`config.mk`:
```
export PLATFORM = sky130hd
export DESIGN_NAME = ptw_walker
export DESIGN_NICKNAME = d
export VERILOG_FILES = /design/src/rtl/ptw_pkg.sv /design/src/rtl/ptw_addr_gen.sv /design/src/rtl/ptw_entry_dec.sv /design/src/rtl/ptw_leaf_fmt.sv /design/src/rtl/ptw_walker.sv
export SDC_FILE = /design/constraint.sdc
export NUM_CORES = 1
export LEC_CHECK = 0
export ABC_AREA = 1
export BUFFER_PORTS_ARGS = -buffer_cell sky130_fd_sc_hd__buf_2
export CAP_MARGIN = 10
export CORE_MARGIN = 3
export CORE_UTILIZATION = 35
export DETAILED_ROUTE_END_ITERATION = 10
export GPL_TIMING_DRIVEN = 0
export SYNTH_ARGS = -nofsm -noshare
export SYNTH_HDL_FRONTEND = slang
export SYNTH_SLANG_ARGS = --single-unit
```
`constraint.sdc`:
```
create_clock -name clk -period 3.8 [get_ports clk]
set_input_delay 0.57 -clock clk [delete_from_list [all_inputs] [get_ports clk]]
set_output_delay 0.57 -clock clk [all_outputs]
set_load 0.005 [all_outputs]
```
`src/rtl/ptw_pkg.sv`:
```
// Shared types and helpers for the page table walker.
// Assumes a 32-bit virtual address and 32-bit table entries.
package ptw_pkg;
    localparam int VA_W      = 32;
    localparam int ENT_W     = 32;
    localparam int FCODE_W   = 10;
    localparam int REF_BIT   = 5;
    localparam int MOD_BIT   = 6;
    localparam int MAX_READS = 4;

    typedef enum logic [1:0] {
        ET_INVALID  = 2'd0,
        ET_POINTER  = 2'd1,
        ET_LEAF     = 2'd2,
        ET_RESERVED = 2'd3
    } ent_type_e;

    typedef enum logic [1:0] {
        WK_DESCEND = 2'd0,
        WK_LEAF    = 2'd1,
        WK_FAULT   = 2'd2
    } walk_kind_e;

    typedef enum logic [1:0] {
        ST_IDLE  = 2'd0,
        ST_READ  = 2'd1,
        ST_WBACK = 2'd2,
        ST_DONE  = 2'd3
    } walk_state_e;

    localparam logic [1:0] PG_4K   = 2'd0;
    localparam logic [1:0] PG_256K = 2'd1;
    localparam logic [1:0] PG_16M  = 2'd2;

    localparam logic [2:0] FT_NONE    = 3'd0;
    localparam logic [2:0] FT_INVALID = 3'd1;
    localparam logic [2:0] FT_XLATE   = 3'd4;

    // Pack a level and a fault type into the reported code.
    function automatic logic [FCODE_W-1:0] mk_fcode(input logic [1:0] lvl,
                                                    input logic [2:0] ftype);
        return {lvl, 3'b000, ftype, 2'b00};
    endfunction
endpackage

```
`src/rtl/ptw_addr_gen.sv`:
```
// Address generator: computes the context-table slot address and the
// next-level read address from a pointer entry and the virtual address.
// Assumes PA_W is at least 36 so a shifted 32-bit pointer fits.
module ptw_addr_gen #(
    parameter int PA_W  = 36,
    parameter int CTX_W = 8
) (
    input  logic [31:0]      root,
    input  logic [CTX_W-1:0] ctx,
    input  logic [29:0]      ptr,       // pointer entry bits [31:2]
    input  logic [19:0]      va_hi,     // virtual address bits [31:12]
    input  logic [1:0]       nxt_lvl,   // level of the table being indexed
    output logic [PA_W-1:0]  root_addr,
    output logic [PA_W-1:0]  next_addr
);
    localparam int IDX_W = 10;

    logic [PA_W-1:0]  tbl_base;
    logic [IDX_W-1:0] idx_off;

    // Root slot: table pointer scaled by 16 plus context scaled by 4.
    always_comb begin
        root_addr = (PA_W'(root) << 4) + PA_W'({ctx, 2'b00});
    end

    // Next read: cleared pointer scaled by 16 plus the level's index.
    always_comb begin
        tbl_base = PA_W'({ptr, 2'b00}) << 4;
        case (nxt_lvl)
            2'd1:    idx_off = {va_hi[19:12], 2'b00};
            2'd2:    idx_off = {2'b00, va_hi[11:6], 2'b00};
            default: idx_off = {2'b00, va_hi[5:0], 2'b00};
        endcase
        next_addr = tbl_base + PA_W'(idx_off);
    end
endmodule

```
`src/rtl/ptw_entry_dec.sv`:
```
// Entry decoder: classifies a fetched entry at a given level as descend,
// leaf or fault, and forms the updated leaf with its usage bits.
// Assumes level 0 is the context table and level 3 is the last level.
module ptw_entry_dec
    import ptw_pkg::*;
(
    input  logic [ENT_W-1:0] entry,
    input  logic [1:0]       lvl,
    input  logic             is_write,
    output walk_kind_e       kind,
    output logic [2:0]       ftype,
    output logic [ENT_W-1:0] upd_entry,
    output logic             need_wb
);
    ent_type_e etype;

    // Classify the entry by its type field and the level it came from.
    always_comb begin
        etype = ent_type_e'(entry[1:0]);
        kind  = WK_FAULT;
        ftype = FT_XLATE;
        case (etype)
            ET_INVALID: begin
                kind  = WK_FAULT;
                ftype = FT_INVALID;
            end
            ET_POINTER: begin
                if (lvl != 2'd3) begin
                    kind  = WK_DESCEND;
                    ftype = FT_NONE;
                end
            end
            ET_LEAF: begin
                if (lvl != 2'd0) begin
                    kind  = WK_LEAF;
                    ftype = FT_NONE;
                end
            end
            default: begin
                kind  = WK_FAULT;
                ftype = FT_XLATE;
            end
        endcase
    end

    // Set referenced always and modified on writes; flag a changed value.
    always_comb begin
        upd_entry          = entry;
        upd_entry[REF_BIT] = 1'b1;
        if (is_write) upd_entry[MOD_BIT] = 1'b1;
        need_wb = (upd_entry != entry);
    end
endmodule

```
`src/rtl/ptw_leaf_fmt.sv`:
```
// Leaf formatter: forms the physical address and page size code from a
// leaf entry and the level it was found at (1, 2 or 3).
module ptw_leaf_fmt
    import ptw_pkg::*;
#(
    parameter int PA_W = 36
) (
    input  logic [23:0]     ppn,      // leaf entry bits [31:8]
    input  logic [1:0]      lvl,
    input  logic [23:0]     va_lo,    // virtual address bits [23:0]
    output logic [PA_W-1:0] pa,
    output logic [1:0]      size
);
    logic [PA_W-1:0] page_base;
    logic [23:0]     pg_off;

    // Select the offset width by level and add it to the page base.
    always_comb begin
        page_base = PA_W'(ppn) << 12;
        case (lvl)
            2'd1: begin
                pg_off = va_lo;
                size   = PG_16M;
            end
            2'd2: begin
                pg_off = {6'd0, va_lo[17:0]};
                size   = PG_256K;
            end
            default: begin
                pg_off = {12'd0, va_lo[11:0]};
                size   = PG_4K;
            end
        endcase
        pa = page_base + PA_W'(pg_off);
    end
endmodule

```
`src/rtl/ptw_walker.sv`:
```
// Page table walker top: accepts one request at a time, walks the context
// table and up to three directory levels over a request/ready port,
// writes back usage bits, and reports the result with a done pulse.
// Assumes memory holds mem_rdata/mem_err valid in the mem_ready cycle.
module ptw_walker
    import ptw_pkg::*;
#(
    parameter int CTX_W = 8,
    parameter int PA_W  = 36
) (
    input  logic               clk,
    input  logic               rst_n,
    input  logic               req_valid,
    input  logic [31:0]        req_va,
    input  logic [CTX_W-1:0]   req_ctx,
    input  logic               req_write,
    input  logic               req_fetch,
    input  logic               cfg_bypass,
    input  logic               cfg_boot,
    input  logic [31:0]        cfg_root,
    input  logic [PA_W-1:0]    cfg_prom,
    output logic               busy,
    output logic               done,
    output logic               rsp_fault,
    output logic [9:0]         rsp_fcode,
    output logic [PA_W-1:0]    rsp_pa,
    output logic [1:0]         rsp_size,
    output logic [31:0]        rsp_pte,
    output logic               rsp_wr_ok,
    output logic               mem_req,
    output logic               mem_we,
    output logic [PA_W-1:0]    mem_addr,
    output logic [31:0]        mem_wdata,
    input  logic               mem_ready,
    input  logic [31:0]        mem_rdata,
    input  logic               mem_err
);
    localparam int BOOT_W = 19;
    localparam int CNT_W  = $clog2(MAX_READS + 1);

    walk_state_e      state;
    logic [1:0]       lvl;
    logic [PA_W-1:0]  cur_addr;
    logic [31:0]      va_q;
    logic             wr_q;
    logic [CNT_W-1:0] rd_cnt;

    logic [PA_W-1:0]  root_addr;
    logic [PA_W-1:0]  next_addr;
    walk_kind_e       kind;
    logic [2:0]       ftype;
    logic [31:0]      upd_entry;
    logic             need_wb;
    logic [PA_W-1:0]  leaf_pa;
    logic [1:0]       leaf_size;
    logic             accept;

    ptw_addr_gen #(.PA_W(PA_W), .CTX_W(CTX_W)) u_addr (
        .root      (cfg_root),
        .ctx       (req_ctx),
        .ptr       (mem_rdata[31:2]),
        .va_hi     (va_q[31:12]),
        .nxt_lvl   (2'(lvl + 2'd1)),
        .root_addr (root_addr),
        .next_addr (next_addr)
    );

    ptw_entry_dec u_dec (
        .entry     (mem_rdata),
        .lvl       (lvl),
        .is_write  (wr_q),
        .kind      (kind),
        .ftype     (ftype),
        .upd_entry (upd_entry),
        .need_wb   (need_wb)
    );

    ptw_leaf_fmt #(.PA_W(PA_W)) u_leaf (
        .ppn   (mem_rdata[31:8]),
        .lvl   (lvl),
        .va_lo (va_q[23:0]),
        .pa    (leaf_pa),
        .size  (leaf_size)
    );

    // Port decode of the walk state.
    always_comb begin
        busy      = (state == ST_READ) || (state == ST_WBACK);
        done      = (state == ST_DONE);
        mem_req   = busy;
        mem_we    = (state == ST_WBACK);
        mem_addr  = cur_addr;
        mem_wdata = rsp_pte;
        accept    = req_valid && !busy;
    end

    // Walk sequencer and result registers.
    always_ff @(posedge clk) begin
        if (!rst_n) begin
            state     <= ST_IDLE;
            lvl       <= 2'd0;
            cur_addr  <= '0;
            va_q      <= '0;
            wr_q      <= 1'b0;
            rd_cnt    <= '0;
            rsp_fault <= 1'b0;
            rsp_fcode <= '0;
            rsp_pa    <= '0;
            rsp_size  <= PG_4K;
            rsp_pte   <= '0;
            rsp_wr_ok <= 1'b0;
        end else begin
            case (state)
                ST_IDLE, ST_DONE: begin
                    state <= ST_IDLE;
                    if (accept) begin
                        va_q   <= req_va;
                        wr_q   <= req_write;
                        rd_cnt <= '0;
                        if (cfg_bypass) begin
                            rsp_fault <= 1'b0;
                            rsp_fcode <= '0;
                            rsp_size  <= PG_4K;
                            rsp_pte   <= '0;
                            if (cfg_boot && req_fetch) begin
                                rsp_pa    <= cfg_prom | PA_W'(req_va[BOOT_W-1:0]);
                                rsp_wr_ok <= 1'b0;
                            end else begin
                                rsp_pa    <= PA_W'(req_va);
                                rsp_wr_ok <= 1'b1;
                            end
                            state <= ST_DONE;
                        end else begin
                            lvl      <= 2'd0;
                            cur_addr <= root_addr;
                            state    <= ST_READ;
                        end
                    end
                end
                ST_READ: begin
                    if (mem_ready) begin
                        rd_cnt <= rd_cnt + 1'b1;
                        if (mem_err || kind == WK_FAULT) begin
                            rsp_fault <= 1'b1;
                            rsp_fcode <= mk_fcode(lvl, mem_err ? FT_XLATE : ftype);
                            rsp_pa    <= '0;
                            rsp_size  <= PG_4K;
                            rsp_pte   <= '0;
                            rsp_wr_ok <= 1'b0;
                            state     <= ST_DONE;
                        end else if (kind == WK_DESCEND) begin
                            lvl      <= lvl + 2'd1;
                            cur_addr <= next_addr;
                        end else begin
                            rsp_fault <= 1'b0;
                            rsp_fcode <= '0;
                            rsp_pa    <= leaf_pa;
                            rsp_size  <= leaf_size;
                            rsp_pte   <= upd_entry;
                            rsp_wr_ok <= upd_entry[MOD_BIT];
                            state     <= need_wb ? ST_WBACK : ST_DONE;
                        end
                    end
                end
                ST_WBACK: begin
                    if (mem_ready) state <= ST_DONE;
                end
                default: state <= ST_IDLE;
            endcase
        end
    end


    mem_hold_chk: assert property (@(posedge clk) disable iff (!rst_n)
        mem_req && !mem_ready |=> mem_req && $stable(mem_addr) && $stable(mem_we));


    accept_only_chk: assert property (@(posedge clk) disable iff (!rst_n)
        $rose(busy) |-> $past(req_valid));


    walk_len_chk: assert property (@(posedge clk) disable iff (!rst_n)
        (state == ST_READ) && mem_ready |-> rd_cnt < CNT_W'(MAX_READS));


    wb_ref_chk: assert property (@(posedge clk) disable iff (!rst_n)
        mem_we |-> mem_wdata[REF_BIT]);


    fault_pa_chk: assert property (@(posedge clk) disable iff (!rst_n)
        done && rsp_fault |-> rsp_pa == '0 && !rsp_wr_ok);
endmodule

```
==> results_dict.tcl, run 1 <==
set metrics [dict create \
    run_status "finished, final reports clean" \
    grt-ovfl-total 0 \
    synth_top_cells_by_count "504 x sky130_fd_sc_hd__nand2_1, 224 x sky130_fd_sc_hd__nor2_1, 154 x sky130_fd_sc_hd__inv_1" \
    ios 303 \
    design.die.area_um2 30400 \
    worst_hold_path.endpoint "va_q[1]$_SDFFE_PN0P_" \
    criticalPathCategory "flop to flop" \
    synth_area_per_cell_um2 6.06 \
    grt_setup_unrepaired "false" \
    power.density_nw_per_um2 642 \
    cp.arrival_ns 3.86 \
    drive_above_1_share_pct 20.9 \
    maxSlewViolCount 0 \
    synth_top_cell_area_share_pct 29.6 \
    gpl.final_weighted_congestion 0.952 \
    startpoint_type "flop" \
    placement_rows 61 \
    place.detailed.hpwl_um 34900 \
    cts.clk_slew.worst_paths_ns 0.07 \
    worst_slew_pin_slew_ns 0.935 \
    power.static_leakage_nw 6.48 \
    post-route-util_pct 45.0 \
    finalHoldWorstSlack_ns 0.388 \
    cap_violations 0 \
    num-nets-final 2145 \
    clock_tree_from_tritoncts "done" \
    cts_root_buffer "sky130_fd_sc_hd__clkbuf_16" \
    netlist-cell-type-count 44 \
    share_of_synthesized_flip_flops_with_an_asynchronous_set_or_reset_pct 0 \
    worst_r2r_endpoint "mem_addr[20]$_SDFFE_PN0P_" \
    clock_sinks 147 \
    yosys_register_bits 147 \
    worst-path-max-fanout 9 \
    groute.usage.overall_pct 27.2 \
    post_synth_main_area_contributors "sky130_fd_sc_hd__dfxtp_1 30%, sky130_fd_sc_hd__nand2_1 19%, sky130_fd_sc_hd__nor2_1 8.5%" \
    clock_path_buffers 2 \
    critical_path.reg2reg.startpoint "lvl[0]$_SDFFE_PN0P_" \
    global_route_wire_length_before_repair_um 63900 \
    core-area_um2 27900 \
    cts_inserted_buffers 17 \
    drt_pre_antenna_iters 5 \
    ir_worst_vdd_mv 0.370 \
    post-synth-top-area-cell "sky130_fd_sc_hd__dfxtp_1" \
    die-width_um 174 \
    detail-route-antenna-nets 0 \
    r2r_setup_slack_ns 0.26 \
    clock.fmax_mhz 283 \
    timing.hold.worst.class "input port to flop" \
    holdPathStages 3 \
    clk_latency_ns 0.44 \
    fin_setup_tns_ns 0 \
    critPathCaptureType "flop" \
    synthFlopType "sky130_fd_sc_hd__dfxtp_1" \
    route.final.wire_length_um 42700 \
    die_height_um 174 \
    ys.warnings.count 0 \
    antenna_violations_before_repair 3 \
    synthesis.area_um2 9940 \
    timing.critical_path.required_ns 4.13 \
    finalWorstPathRequiredPeriod_ns 3.54 \
    grt_pass1_vias 11000 \
    drt-initial-drc-count 1022 \
    timing.clock.skew_ns 0.0177 \
    viasPerCell 5.03 \
    place.port_buffers 293 \
    final-setup-viol-count 0 \
    most_repeated_cell_in_the_gate_level_netlist_after_synthesis "sky130_fd_sc_hd__nand2_1" \
    number_of_flops_mapped_to_enable_cells_by_yosys 0 \
    drc_errors 0 \
    synth_sequential_area_ratio_pct 29.6 \
    worstHoldStart "req_va[1]" \
    initial_core_utilization_pct 35.7 \
    syn-instance-count 1639 \
    synthToLayoutAreaGrowth_pct 26.1 \
    wl_per_cell_um 18.2 \
    ff2ff_path_depth 16 \
    largest_net_degree_at_the_start_of_global_routing 19 \
    vias 11800 \
    max_transition_margin_pct 37.7 \
    ctsHtreeMaxLevel 4 \
    cts_post_setup_buffers_inserted 0 \
    timing.final.crit_share_pct 93.1 \
    post-layout-total-power_mw 8.05 \
    hold_violations 0 \
]
==> logic make-up after synthesis <==
logic type | after synthesis | synth area share [%]
xor gates and xnor gates | 14 | 1.23
DFF | 147 | 29.6
buffers and inverters | 264 | 12.2
muxes | 1 | 0.101
other | 1 | 0.0377
adders and majority gates | 38 | 5.01
and+or+nand+nor | 903 | 37.0
AOI/OAI and AO/OA | 271 | 14.8
==> final cells by class <==
| type | count | area [µm²] |
|---|---|---|
| diodes | 2 | 5.00 |
| plain buffers | 107 | 621 |
| clock buffers | 17 | 425 |
| clock inverters | 15 | 184 |
| fillers | 3047 | 15300 |
| inverters | 157 | 589 |
| multi-input cells | 1235 | 5820 |
| flip-flops and latches | 147 | 2940 |
| well taps | 378 | 473 |
| repair buffers | 293 | 1470 |
==> layout by cell type (no fill, tap or decap), drive strengths merged, types with 2 or more instances in the layout <==
cell type,synthesis,layout
a21oi,123,123
a221o,2,2
a22o,7,7
a22oi,16,16
a31oi,5,5
and2,2,2
buf,70,363
clkbuf,37,54
clkinv,1,8
clkinvlp,0,2
conb,1,8
dfxtp,147,147
diode,0,2
fa,3,3
ha,35,35
inv,156,162
nand2,504,504
nand3,123,123
nand3b,10,10
nand4,18,18
nor2,226,226
nor3,14,14
o211ai,2,2
o21ai,113,113
or2,4,4
xnor2,7,7
xor2,7,7
==> worst max-delay path by stage <==
| stage | startpoint | endpoint | slack, ns | depth (start not counted) |
|---|---|---|---|---|
| 5_1_grt | lvl[0]$_SDFFE_PN0P_ | mem_addr[22]$_SDFFE_PN0P_ | 0.04 | 17 |
| 3_3_place_gp | lvl[1]$_SDFFE_PN0P_ | mem_addr[22]$_SDFFE_PN0P_ | 0.04 | 17 |
| 3_5_place_dp | lvl[1]$_SDFFE_PN0P_ | mem_addr[22]$_SDFFE_PN0P_ | 0.02 | 17 |
| 4_1_cts | lvl[1]$_SDFFE_PN0P_ | mem_addr[22]$_SDFFE_PN0P_ | 0.09 | 17 |
| 6_report | lvl[0]$_SDFFE_PN0P_ | mem_addr[20]$_SDFFE_PN0P_ | 0.26 | 16 |
| 2_1_floorplan | lvl[0]$_SDFFE_PN0P_ | mem_addr[22]$_SDFFE_PN0P_ | 0.98 | 17 |
==> critical path, cell delays in order, from the launching register on <==
cell and delay (ns):
sky130_fd_sc_hd__dfxtp_1 0.44, sky130_fd_sc_hd__inv_1 0.20, sky130_fd_sc_hd__ha_1 0.24, sky130_fd_sc_hd__clkbuf_1 0.25, sky130_fd_sc_hd__nor2_4 0.24, sky130_fd_sc_hd__a221o_1 0.18
sky130_fd_sc_hd__ha_1 0.22, sky130_fd_sc_hd__inv_1 0.10, sky130_fd_sc_hd__fa_1 0.36, sky130_fd_sc_hd__inv_1 0.19, sky130_fd_sc_hd__nand2_1 0.08, sky130_fd_sc_hd__nand3_1 0.23
sky130_fd_sc_hd__nand2_1 0.14, sky130_fd_sc_hd__o21ai_0 0.17, sky130_fd_sc_hd__nand3_1 0.13, sky130_fd_sc_hd__a21oi_1 0.20, sky130_fd_sc_hd__nor2_1 0.05
==> where the power goes <==
group	leakage, nW	switching, mW	internal, mW
sequential	1.20	0.296	2.03
clock	0.289	0.865	0.892
combinational	4.99	2.66	1.31
total	6.48	3.82	4.23
==> metal layers <==
layer	share of wire [%]	routed length, µm	vias up	global-route usage [%]
met4	3.2	1360	4	9.99
met1	44	18800	5357	36.6
met2	44	18700	527	42.5
li1	-	-	5873	-
met5	0.066	28	-	0
met3	9.0	3860	71	6.49
==> per-stage QoR <==
stage	setup WS, ns	std cells	area [µm²]
global placement	0.0414	2317	11900
floorplan	0.977	1646	9960
detailed placement	0.0162	2317	11900
finish	0.264	2351	12500
global route	0.0360	2350	12500
CTS	0.0896	2349	12500
==> flip-flops by register name (all words and copies together) (netlist names) <==
| name | count |
|---|---|
| state | 2 |
| wr_q | 1 |
| va_q | 32 |
| rsp_fcode | 4 |
| rsp_fault | 1 |
| rsp_wr_ok | 1 |
| rsp_pa | 36 |
| lvl | 2 |
| rsp_size | 2 |
| mem_wdata | 32 |
| mem_addr | 34 |
==> what timing repair did <==
| action | in CTS | in global routing |
|---|---|---|
| hold endpoints to repair | 0 | 0 |
| hold buffers | 0 | 0 |
| setup endpoints to repair | 1 | 5 |
| resized for setup | 1 | 5 |
No activity file was read; power rests on OpenSTA's default activity.
==> inputs of run 2 (changes only) <==
--- a/config.mk
+++ b/config.mk
@@ -12,6 +12,7 @@
 export CORE_UTILIZATION = 35
 export DETAILED_ROUTE_END_ITERATION = 10
 export GPL_TIMING_DRIVEN = 0
+export PLACE_DENSITY = 0.54
 export SYNTH_ARGS = -nofsm -noshare
 export SYNTH_HDL_FRONTEND = slang
 export SYNTH_SLANG_ARGS = --single-unit
==> run 2 against run 1 <==
Effect of this change: sequential power hardly changed; fmax shrank 2.1%; sequential cell count is the same; final area barely moved; clock skew up 0.0045 ns; first-iteration DRC count up 3.7%; critical endpoint is now mem_addr[22]$_SDFFE_PN0P_; combinational power rose by 2%; core utilization about the same; critical path depth up 1; count of clock-buffer cells in the layout is the same; non-clock buffer count fell by 1.
==> results_dict.tcl, run 2 (synthesis results as in run 1) <==
set metrics [dict create \
    count_of_buffering_cells_on_the_critical_path_with_inverters_included 5 \
    clk_latency_ns 0.44 \
    grt_pass1_vias 11000 \
    die_height_um 174 \
    synthToLayoutAreaGrowth_pct 26.0 \
    largest_register_ffs 36 \
    cap_violations 0 \
    final_worst_slack_ns 0.189 \
    worst_path_most_repeated_cell "sky130_fd_sc_hd__inv_1" \
    largest_register "rsp_pa" \
    design.die.area_um2 30400 \
    route.final.wire_length_um 43900 \
    ir_worst_vdd_mv 0.334 \
    cts_post_setup_buffers_inserted 0 \
    criticalPathCategory "flop to flop" \
    grt_setup_unrepaired "false" \
    timing.clock.skew_ns 0.0222 \
    cts_inserted_buffers 17 \
    drt_pre_antenna_iters 7 \
    place.port_buffers 293 \
    post-route-util_pct 44.9 \
    finalWorstPathRequiredPeriod_ns 3.61 \
    drive_above_1_share_pct 20.9 \
    max_transition_margin_pct 38.0 \
    cts.clk_slew.worst_paths_ns 0.09 \
    worstSetupStartpoint "lvl[0]$_SDFFE_PN0P_" \
    library_cell_contributing_the_largest_single_delay_on_the_critical_path "sky130_fd_sc_hd__dfxtp_1" \
    wl_per_cell_um 18.7 \
    largest_net_degree_at_the_start_of_global_routing 19 \
    timing.critical_path.cells "inv_1, ha_1, clkbuf_1, nor2_4, a221o_1, ha_1, inv_1, fa_1, inv_1, a21oi_1, nor2_2, nand2_1, xnor2_1, nand2_1, nand3_1, nand2_1, inv_1" \
    clock_path_buffers 2 \
    cp.arrival_ns 3.96 \
    place.detailed.hpwl_um 35600 \
    finalHoldWorstSlack_ns 0.386 \
    antenna_violations_before_repair 1 \
    clock_tree_from_tritoncts "done" \
    preCtsSetupSlack_ns -0.212 \
    groute.usage.overall_pct 27.9 \
    placement_rows 61 \
    hold_violations 0 \
    critical-path-max-stage-delay_ns 0.42 \
    maxSlewViolCount 0 \
    final-setup-viol-count 0 \
    drc_errors 0 \
    detail-route-antenna-nets 0 \
    core-area_um2 27900 \
    power.density_nw_per_um2 649 \
    timing.hold.worst.class "input port to flop" \
    num-nets-final 2144 \
    clock.fmax_mhz 277 \
    cts_resized 2 \
    drt-initial-drc-count 1060 \
    gpl.final_weighted_congestion 0.937 \
    mostFrequentLayoutCell "sky130_fd_sc_hd__nand2_1" \
    worst_slew_pin_slew_ns 0.930 \
    ios 303 \
    vias 11800 \
    power.static_leakage_nw 6.48 \
    viasPerCell 5.04 \
    critical_path.top_delay_family "simple AND/OR/NAND/NOR gates" \
    critPathCaptureType "flop" \
    most-common-layout-cells "504 x sky130_fd_sc_hd__nand2_1, 313 x sky130_fd_sc_hd__buf_2, 222 x sky130_fd_sc_hd__nor2_1" \
    grt-ovfl-total 0 \
    timing.final.crit_share_pct 95.0 \
    cts_root_buffer "sky130_fd_sc_hd__clkbuf_16" \
    timing.critical_path.required_ns 4.15 \
    run_status "finished, final reports clean" \
    cts_hold_buffers 0 \
    worst-path-max-fanout 9 \
    die-width_um 174 \
    worstHoldStart "req_va[2]" \
    startpoint_type "flop" \
    critical_path.reg2reg.startpoint "lvl[0]$_SDFFE_PN0P_" \
    initial_core_utilization_pct 35.7 \
    clock_sinks 147 \
    ctsHtreeMaxLevel 4 \
    global_route_wire_length_before_repair_um 65300 \
]
## run 2: layout make-up
type / count / area [µm²]
fillers: 3090 / 15300
multi-input cells: 1235 / 5820
flip-flops and latches: 147 / 2940
repair buffers: 293 / 1470
plain buffers: 106 / 616
inverters: 157 / 589
well taps: 378 / 473
clock buffers: 17 / 425
clock inverters: 15 / 184
diodes: 1 / 2.50
## run 2: metrics by stage
stage | cells | setup TNS, ns | power (mW) | instance area (µm²)
final | 2349 | 0 | 8.12 | 12500
after floorplan | 1646 | 0 | 4.59 | 9960
after detailed placement | 2317 | -0.291 | 6.32 | 11900
after global placement | 2317 | -0.172 | 6.28 | 11900
after CTS | 2349 | 0 | 8.10 | 12500
after global routing | 2348 | 0 | 8.64 | 12500
## run 2: worst register-to-register path, cell delays in order (launching register included)
cell and delay (ns):
sky130_fd_sc_hd__dfxtp_1 0.42, sky130_fd_sc_hd__inv_1 0.19, sky130_fd_sc_hd__ha_1 0.24, sky130_fd_sc_hd__clkbuf_1 0.27, sky130_fd_sc_hd__nor2_4 0.25, sky130_fd_sc_hd__a221o_1 0.19, sky130_fd_sc_hd__ha_1 0.21, sky130_fd_sc_hd__inv_1 0.11
sky130_fd_sc_hd__fa_1 0.36, sky130_fd_sc_hd__inv_1 0.18, sky130_fd_sc_hd__a21oi_1 0.18, sky130_fd_sc_hd__nor2_2 0.31, sky130_fd_sc_hd__nand2_1 0.11, sky130_fd_sc_hd__xnor2_1 0.14, sky130_fd_sc_hd__nand2_1 0.11, sky130_fd_sc_hd__nand3_1 0.13
sky130_fd_sc_hd__nand2_1 0.08, sky130_fd_sc_hd__inv_1 0.03
## run 2: final timing paths
check                           slack (ns)                   endpoint  depth (start not counted)
worst max-delay path                  0.19  mem_addr[22]$_SDFFE_PN0P_                         17
worst min-delay path                  0.39       va_q[2]$_SDFFE_PN0P_                          3
worst max register to register        0.19  mem_addr[22]$_SDFFE_PN0P_                         17
worst min register to register        0.45       va_q[7]$_SDFFE_PN0P_                          2
## run 2: report_power, final
part | internal [mW] | switching (mW)
clock | 0.894 | 0.877
combinational | 1.31 | 2.73
sequential | 2.03 | 0.280
total | 4.23 | 3.89
## run 2: layer usage
layer	vias up	wire length (µm)	track usage (%)
met3	38	2990	4.00
li1	5861	-	-
met5	-	0	0
met2	481	19700	45.2
met4	0	816	6.40
met1	5458	20400	39.4
